--- config.mk ---
export PLATFORM = sky130hd
export DESIGN_NAME = adc_cmd_frontend
export DESIGN_NICKNAME = d
export VERILOG_FILES = /design/src/rtl/adc_cmd_pkg.sv /design/src/rtl/adc_cmd_sync.sv /design/src/rtl/adc_cmd_deframer.sv /design/src/rtl/adc_cmd_engine.sv /design/src/rtl/adc_cmd_frontend.sv
export SDC_FILE = /design/constraint.sdc
export NUM_CORES = 1
export LEC_CHECK = 0
export CELL_PAD_IN_SITES_DETAIL_PLACEMENT = 1
export CELL_PAD_IN_SITES_GLOBAL_PLACEMENT = 2
export CORE_ASPECT_RATIO = 0.8
export CORE_MARGIN = 3
export CORE_UTILIZATION = 30
export CTS_CLUSTER_SIZE = 8
export DETAILED_ROUTE_END_ITERATION = 8
export GPL_ROUTABILITY_DRIVEN = 0
export PLACE_DENSITY = 0.7
export SYNTH_ARGS = -nofsm -noshare
export SYNTH_HDL_FRONTEND = slang
export SYNTH_SLANG_ARGS = --single-unit
--- constraint.sdc ---
create_clock -name clk -period 5.95 [get_ports clk]
set_input_delay 1.785 -clock clk [delete_from_list [all_inputs] [get_ports clk]]
set_output_delay 1.785 -clock clk [all_outputs]
set_load 0.05 [all_outputs]
--- src/rtl/adc_cmd_pkg.sv ---
package adc_cmd_pkg;
  localparam int CTRL_LEN   = 8;
  localparam int LAUNCH_BIT = 7;
  localparam int CNT_BITS   = $clog2(CTRL_LEN + 1);
  localparam int SHIFT_LEN  = LAUNCH_BIT - 1;

  typedef struct packed {
    logic uni;
    logic m1;
    logic m0;
    logic p2;
    logic p1;
  } ctrl_t;
endpackage

--- src/rtl/adc_cmd_sync.sv ---
module adc_cmd_sync #(
  parameter int              W       = 3,
  parameter int              STAGES  = 2,
  parameter logic [W-1:0]    RST_VAL = '0
) (
  input  logic         clk,
  input  logic         rst_n,
  input  logic [W-1:0] d_i,
  output logic [W-1:0] q_o,
  output logic [W-1:0] rise_o,
  output logic [W-1:0] fall_o
);
  logic [W-1:0] stg_q [STAGES];
  logic [W-1:0] prev_q;

  genvar s;
  generate
    for (s = 0; s < STAGES; s++) begin : g_stage
      always_ff @(posedge clk or negedge rst_n) begin
        if (!rst_n) stg_q[s] <= RST_VAL;
        else if (s == 0) stg_q[s] <= d_i;
        else stg_q[s] <= stg_q[(s > 0) ? s - 1 : 0];
      end
    end
  endgenerate

  always_ff @(posedge clk or negedge rst_n) begin
    if (!rst_n) prev_q <= RST_VAL;
    else prev_q <= stg_q[STAGES-1];
  end

  assign q_o    = stg_q[STAGES-1];
  assign rise_o = stg_q[STAGES-1] & ~prev_q;
  assign fall_o = ~stg_q[STAGES-1] & prev_q;
endmodule

--- src/rtl/adc_cmd_deframer.sv ---
module adc_cmd_deframer
  import adc_cmd_pkg::*;
(
  input  logic  clk,
  input  logic  rst_n,
  input  logic  sclk_rise,
  input  logic  sclk_fall,
  input  logic  sel_n,
  input  logic  dat,
  input  logic  busy,
  output logic  start_ok,
  output logic  launch,
  output ctrl_t cmd,
  output logic  p0_load,
  output logic  p0_bit
);
  logic                 cap_q, cap_d;
  logic                 rearm_q, rearm_d;
  logic [CNT_BITS-1:0]  cnt_q, cnt_d;
  logic [SHIFT_LEN-1:0] sh_q, sh_d;

  assign start_ok = !sel_n && sclk_rise && dat && !cap_q && (!busy || rearm_q);
  assign launch   = cap_q && !sel_n && sclk_fall && (cnt_q == CNT_BITS'(LAUNCH_BIT));
  assign p0_load  = cap_q && !sel_n && sclk_rise && (cnt_q == CNT_BITS'(LAUNCH_BIT));
  assign p0_bit   = dat;

  assign cmd.uni = sh_q[SHIFT_LEN-1];
  assign cmd.m1  = sh_q[SHIFT_LEN-2];
  assign cmd.m0  = sh_q[SHIFT_LEN-3];
  assign cmd.p2  = sh_q[1];
  assign cmd.p1  = sh_q[0];

  always_comb begin
    cap_d   = cap_q;
    rearm_d = rearm_q;
    cnt_d   = cnt_q;
    sh_d    = sh_q;
    if (sel_n) begin
      cap_d   = 1'b0;
      rearm_d = 1'b1;
    end else if (sclk_rise) begin
      if (cap_q) begin
        cnt_d = cnt_q + 1'b1;
        if (cnt_q < CNT_BITS'(LAUNCH_BIT)) sh_d = {sh_q[SHIFT_LEN-2:0], dat};
        if (cnt_q == CNT_BITS'(CTRL_LEN - 1)) cap_d = 1'b0;
      end else if (start_ok) begin
        cap_d   = 1'b1;
        rearm_d = 1'b0;
        cnt_d   = CNT_BITS'(1);
      end
    end
  end

  always_ff @(posedge clk or negedge rst_n) begin
    if (!rst_n) begin
      cap_q   <= 1'b0;
      rearm_q <= 1'b0;
      cnt_q   <= '0;
      sh_q    <= '0;
    end else begin
      cap_q   <= cap_d;
      rearm_q <= rearm_d;
      cnt_q   <= cnt_d;
      sh_q    <= sh_d;
    end
  end
endmodule

--- src/rtl/adc_cmd_engine.sv ---
module adc_cmd_engine #(
  parameter int               CONV_CYCLES    = 300,
  parameter int               CAL_CYCLES     = 80000,
  parameter int               RES_W          = 16,
  parameter logic [RES_W-1:0] RESULT_PATTERN = 16'hA5C3
) (
  input  logic             clk,
  input  logic             rst_n,
  input  logic             abort,
  input  logic             launch,
  input  logic             is_cal,
  input  logic             unipolar,
  output logic             busy,
  output logic             done,
  output logic [RES_W-1:0] result
);
  localparam int MAXC  = (CAL_CYCLES > CONV_CYCLES) ? CAL_CYCLES : CONV_CYCLES;
  localparam int CNT_W = $clog2(MAXC + 1);
  localparam logic [RES_W-1:0] BIP_RESULT =
    {~RESULT_PATTERN[RES_W-1], RESULT_PATTERN[RES_W-2:0]};

  logic             busy_q, busy_d;
  logic             done_q, done_d;
  logic             cal_q, cal_d;
  logic [CNT_W-1:0] cnt_q, cnt_d;
  logic [RES_W-1:0] res_q, res_d;

  always_comb begin
    busy_d = busy_q;
    done_d = 1'b0;
    cal_d  = cal_q;
    cnt_d  = cnt_q;
    res_d  = res_q;
    if (abort) begin
      busy_d = 1'b0;
    end else if (launch) begin
      busy_d = 1'b1;
      cal_d  = is_cal;
      cnt_d  = is_cal ? CNT_W'(CAL_CYCLES - 1) : CNT_W'(CONV_CYCLES - 1);
    end else if (busy_q) begin
      if (cnt_q == '0) begin
        busy_d = 1'b0;
        done_d = 1'b1;
        if (!cal_q) res_d = unipolar ? RESULT_PATTERN : BIP_RESULT;
      end else begin
        cnt_d = cnt_q - 1'b1;
      end
    end
  end

  always_ff @(posedge clk or negedge rst_n) begin
    if (!rst_n) begin
      busy_q <= 1'b0;
      done_q <= 1'b0;
      cal_q  <= 1'b0;
      cnt_q  <= '0;
      res_q  <= '0;
    end else begin
      busy_q <= busy_d;
      done_q <= done_d;
      cal_q  <= cal_d;
      cnt_q  <= cnt_d;
      res_q  <= res_d;
    end
  end

  assign busy   = busy_q;
  assign done   = done_q;
  assign result = res_q;
endmodule

--- src/rtl/adc_cmd_frontend.sv ---
module adc_cmd_frontend
  import adc_cmd_pkg::*;
#(
  parameter int               CONV_CYCLES    = 300,
  parameter int               CAL_CYCLES     = 80000,
  parameter int               RES_W          = 16,
  parameter logic [RES_W-1:0] RESULT_PATTERN = 16'hA5C3
) (
  input  logic             clk,
  input  logic             rst_n,
  input  logic             ser_clk_i,
  input  logic             sel_n_i,
  input  logic             ser_dat_i,
  output logic             strobe_o,
  output logic             done_o,
  output logic [RES_W-1:0] result_o,
  output logic             unipolar_o,
  output logic             ext_clk_o,
  output logic [2:0]       prog_o
);
  localparam logic [2:0] SYNC_RST = 3'b010;

  logic [2:0] s_lvl, s_rise, s_fall;
  logic       busy_w, launch_w, start_ok_w, p0_load_w, p0_bit_w, is_cal_w;
  ctrl_t      cmd_w;

  logic       uni_q, uni_d, ext_q, ext_d;
  logic [2:0] prog_q, prog_d;

  adc_cmd_sync #(.W(3), .STAGES(2), .RST_VAL(SYNC_RST)) i_sync (
    .clk    (clk),
    .rst_n  (rst_n),
    .d_i    ({ser_dat_i, sel_n_i, ser_clk_i}),
    .q_o    (s_lvl),
    .rise_o (s_rise),
    .fall_o (s_fall)
  );

  adc_cmd_deframer i_deframer (
    .clk       (clk),
    .rst_n     (rst_n),
    .sclk_rise (s_rise[0]),
    .sclk_fall (s_fall[0]),
    .sel_n     (s_lvl[1]),
    .dat       (s_lvl[2]),
    .busy      (busy_w),
    .start_ok  (start_ok_w),
    .launch    (launch_w),
    .cmd       (cmd_w),
    .p0_load   (p0_load_w),
    .p0_bit    (p0_bit_w)
  );

  assign is_cal_w = !cmd_w.m1 && cmd_w.m0;

  adc_cmd_engine #(
    .CONV_CYCLES    (CONV_CYCLES),
    .CAL_CYCLES     (CAL_CYCLES),
    .RES_W          (RES_W),
    .RESULT_PATTERN (RESULT_PATTERN)
  ) i_engine (
    .clk      (clk),
    .rst_n    (rst_n),
    .abort    (start_ok_w),
    .launch   (launch_w),
    .is_cal   (is_cal_w),
    .unipolar (uni_q),
    .busy     (busy_w),
    .done     (done_o),
    .result   (result_o)
  );

  always_comb begin
    uni_d  = uni_q;
    ext_d  = ext_q;
    prog_d = prog_q;
    if (launch_w) begin
      uni_d     = cmd_w.uni;
      ext_d     = is_cal_w ? ext_q : cmd_w.m1;
      prog_d[2] = cmd_w.p2;
      prog_d[1] = cmd_w.p1;
    end
    if (p0_load_w) prog_d[0] = p0_bit_w;
  end

  always_ff @(posedge clk or negedge rst_n) begin
    if (!rst_n) begin
      uni_q  <= 1'b0;
      ext_q  <= 1'b0;
      prog_q <= '0;
    end else begin
      uni_q  <= uni_d;
      ext_q  <= ext_d;
      prog_q <= prog_d;
    end
  end

  assign strobe_o   = ext_q ? busy_w : !busy_w;
  assign unipolar_o = uni_q;
  assign ext_clk_o  = ext_q;
  assign prog_o     = prog_q;
endmodule

# Word level (Yosys, flattened, before mapping)
# Index checks and enable logic that the tools add are counted.
# word_totals
output_inout_bits	23
elab_cells	83
ff_bits	60
in_bits	5
# classes
addsub	2
magnitude_cmp	1
mux	25
n_reduce_logical	27
bitwise	9
eq_ne	3
# op_table
op	count
$mux 17	4
$mux 1	18
$logic_not 17->1	1
$sub 17x1->17 const B	1
$mux 16	1
$logic_and 1x1->1	10
$reduce_and 3->1	3
$mux 4	2
$reduce_bool 2->1	4
$not 1->1	7
$reduce_and 5->1	1
$add 4x1->4 const B	1
$eq 4x3->1 const B	1
$logic_not 1->1	4
$lt 4x3->1 const B	1
$ne 2x2->1 const B	2
$reduce_and 2->1	2
$reduce_and 4->1	1
$and 1x1->1	2
$logic_or 1x1->1	1

# Longest topological paths before layout
# depth
depth_word	10
ltp_mapped	7
depth_no_buf	7

# Cells and area by module
# Synthesis repeated with hierarchy kept, for this count alone.
# unflattened
hier_cells	225
hier_area_um2	2409.8
# modules_own_cells
mod	cells_per_inst	seq_area_each_um2	area_per_inst_um2	n_inst
adc_cmd_engine	141	550.5	1303.8	1
adc_cmd_deframer	53	300.3	601.8	1
adc_cmd_sync	18	229.0	304.0	1
adc_cmd_frontend	13	125.1	200.2	1

# Worst setup path before layout
# OpenSTA, ideal clock, no wires.
# synth_timing
kind	register to output
start	reg ext_q (netlist: ext_clk_o)
end	out strobe_o
setup_slack_ps	2698
path_stages_with_launch	2
required_time_ps	4165
n_path_buf	0
arrival_ps	1467
cell_sequence	dfrtp_1 xnor2_1
# synth_via
elab_chain_len	1
# synth_rtl
element	line_no	rtl
from (decl)	adc_cmd_frontend.sv:27	logic uni_q, uni_d, ext_q, ext_d;
from (signal assigned)	adc_cmd_frontend.sv:93	ext_q <= ext_d;
$mux 1	adc_cmd_frontend.sv:98	assign strobe_o = ext_q ? busy_w : !busy_w;
to (decl)	adc_cmd_frontend.sv:14	output logic strobe_o,
# Every way passes these cells.

# Worst setup path in the final report
# Same ends and word-level chain as after synthesis.

==> run metrics <==
status finished, final reports clean; Placed Cells 296; Mapped Cells 199; leading register cell type out of synthesis dfrtp_1; die height 82.8 µm; Clock Path Buffers 2; Port Buffers 19; final setup vio count 0; Post-synth ARST share 1.00; n_diodes 0; Max stage delay cell, worst path clkdlybuf4s50_1; initial core utilization 0.315; power per cell area 229 nW/µm²; nets@finish 223; clock-pin slew on the worst setup and hold paths 0.10 ns; total number of H-tree levels 2; cts hold-fix bufs 0; post-synth top area share 0.497; Slew Viols, Final 0; final hold vios 0; max_slew headroom 0.305; row count 27; worst min path class reg2reg; Vias 1567; Mapped Area 2210 µm²; Max-Cap Viols 0; CP startpoint kind flop; Root Buffer clkbuf_8; Seq/Total Area, Yosys 0.521; Worst Setup End Kind output port; CP max stage delay 0.82 ns; EDFF count, synth 0; initial antenna violation count 0; IO Count 28; Syn Area/Cell 11.1 µm²; commonest non-fill, non-tap cell in the layout dfrtp_1; Synth-to-Final Area Change 13.6%; crit path cell chain xnor2_1, clkdlybuf4s50_1; CTS tree built; Worst-Skew Late Latency 0.30 ns; cell taking the most area after synthesis dfrtp_1; skew final 0.00895 ns; Post-DP HPWL 3.36 mm; Die ar. 8450 µm²; TritonCTS Sinks 46; drt wl/cell 16.1 µm; die width 102 µm; FMAX 288 MHz; maximum vdd drop 0.0845 mV; global route total overflow 0; first-pass GRT wire length 8.40 mm; drt total wl 4.88 mm; Post CTS Setup Buffer Count 0; worst setup path class reg2out; post-layout min period 3.48 ns; number of global-route vias before repair 1572; cts bufs inserted 5; Worst Path Required 4.16 ns; core footprint 7030 µm²; final cell count without fillers 304; CP arrival 1.69 ns; Syn. warnings 0; Critical Path Fanout Max 3; Global Route Usage Sum 0.127; Fin Setup TNS 0 ns; Synth area leaders dfrtp_1, buf_4, nand2_1, mux2_2, a21oi_1; leakage power 1.12 nW; Via density 5.15; worst-margin pin slew 1.04 ns; Antenna Violating Nets Remaining 0; share of layout cells above drive strength 1 0.124; Pwr Total 0.000576 W; Min Hold Slack 0.363 ns; drc violations 0; initial drt markers 64; largest net degree at the start of global routing 47; period utilization 0.584; CTS resizes 0; RSZ-0062 raised after global routing no; Yosys reg bits 46; 1st-pass router iterations 4; Synth cell types 53; commonest cells after routing, fill and taps aside dfrtp_1, nand2_1, clkdlybuf4s50_1, a21oi_1
critical path: cells and delay by family (launching register included):
family	cells	cell delay, ns
buf+inv	1	0.82
flops	1	0.42
xor+xnor	1	0.15
cells in the mapped netlist, drive strengths merged, types with 3 or more instances:
library cell and count:
nand3 6, o211ai 4, a21oi 13, and3 3
or4 4, dfrtp 44, nor3 4, a211oi 3
o31ai 3, inv 5, nor4b 3, o21ai 9
nor4 5, nor2b 3, xor2 4, nand2 20
xnor2 4, nor2 6, mux2 7, buf 14
state kept, by name (all words and copies together) (netlist names):
signal and count:
i_engine.result 2, i_engine.busy 1, i_sync.stg_q 3, i_deframer.cap_q 1, unipolar_o 1, ext_clk_o 1
prog_o 3, i_engine.cal_q 1, i_deframer.rearm_q 1, i_sync.q_o 3, i_deframer.sh_q 6, i_deframer.cnt_q 4
i_engine.done 1, i_sync.prev_q 1, i_engine.cnt_q 17
report_power, final:
group          switching (W)  internal, W   total, W
logic              0.0000272    0.0000127  0.0000398
registers          0.0000114     0.000324   0.000336
clock network       0.000116    0.0000849   0.000201
total               0.000154     0.000422   0.000576
routing by layer:
metal	share of wire	global-route usage
met5	0	0
met4	0.015	0.0501
met3	0.032	0.0252
met2	0.40	0.169
met1	0.55	0.199
final timing paths:
| kind | depth (start not counted) | start | end | slack [ns] |
|---|---|---|---|---|
| worst max-delay path | 2 | ext_clk_o$_DFFE_PN0P_ | strobe_o | 2.47 |
| worst min-delay path | 0 | i_sync.stg_q[4]$_DFF_PN1_ | i_sync.q_o[1]$_DFF_PN1_ | 0.36 |
| worst max register to register | 5 | i_deframer.cnt_q[0]$_DFFE_PN0P_ | i_engine.cnt_q[2]$_DFFE_PN0P_ | 3.55 |
| worst min register to register | 0 | i_sync.stg_q[4]$_DFF_PN1_ | i_sync.q_o[1]$_DFF_PN1_ | 0.36 |
| max in group asynchronous | 1 | rst_n | i_deframer.sh_q[4]$_DFFE_PN0P_ | 3.65 |
| min in group asynchronous | 1 | rst_n | i_engine.cnt_q[5]$_DFFE_PN0P_ | 1.66 |
layout make-up:
type | instances | area, µm²
Multi-Input combinational cell | 139 | 955
Sequential cell | 46 | 1150
Timing Repair Buffer | 19 | 185
Clock buffer | 5 | 68.8
Inverter | 5 | 18.8
Tap cell | 87 | 109
Clock inverter | 3 | 25.0
Fill cell | 793 | 4510
metrics by stage:
step                      setup WS, ns  cell area (µm²)  utilization
after global routing              2.41             2510        0.358
after floorplan                   2.70             2240            -
after detailed placement          2.83             2420        0.345
final                             2.47             2510        0.358
after CTS                         2.45             2510        0.358
after global placement            2.81             2420        0.345
logic make-up after synthesis:
logic type / share of synthesized area
fa+ha+maj: 0.0113
other cells: 0.00169
compound gates: 0.138
xor+xnor: 0.0317
buf+inv: 0.0594
simple gates: 0.192
mux: 0.0447
flops: 0.521
Power figures use the tool's default switching activity.
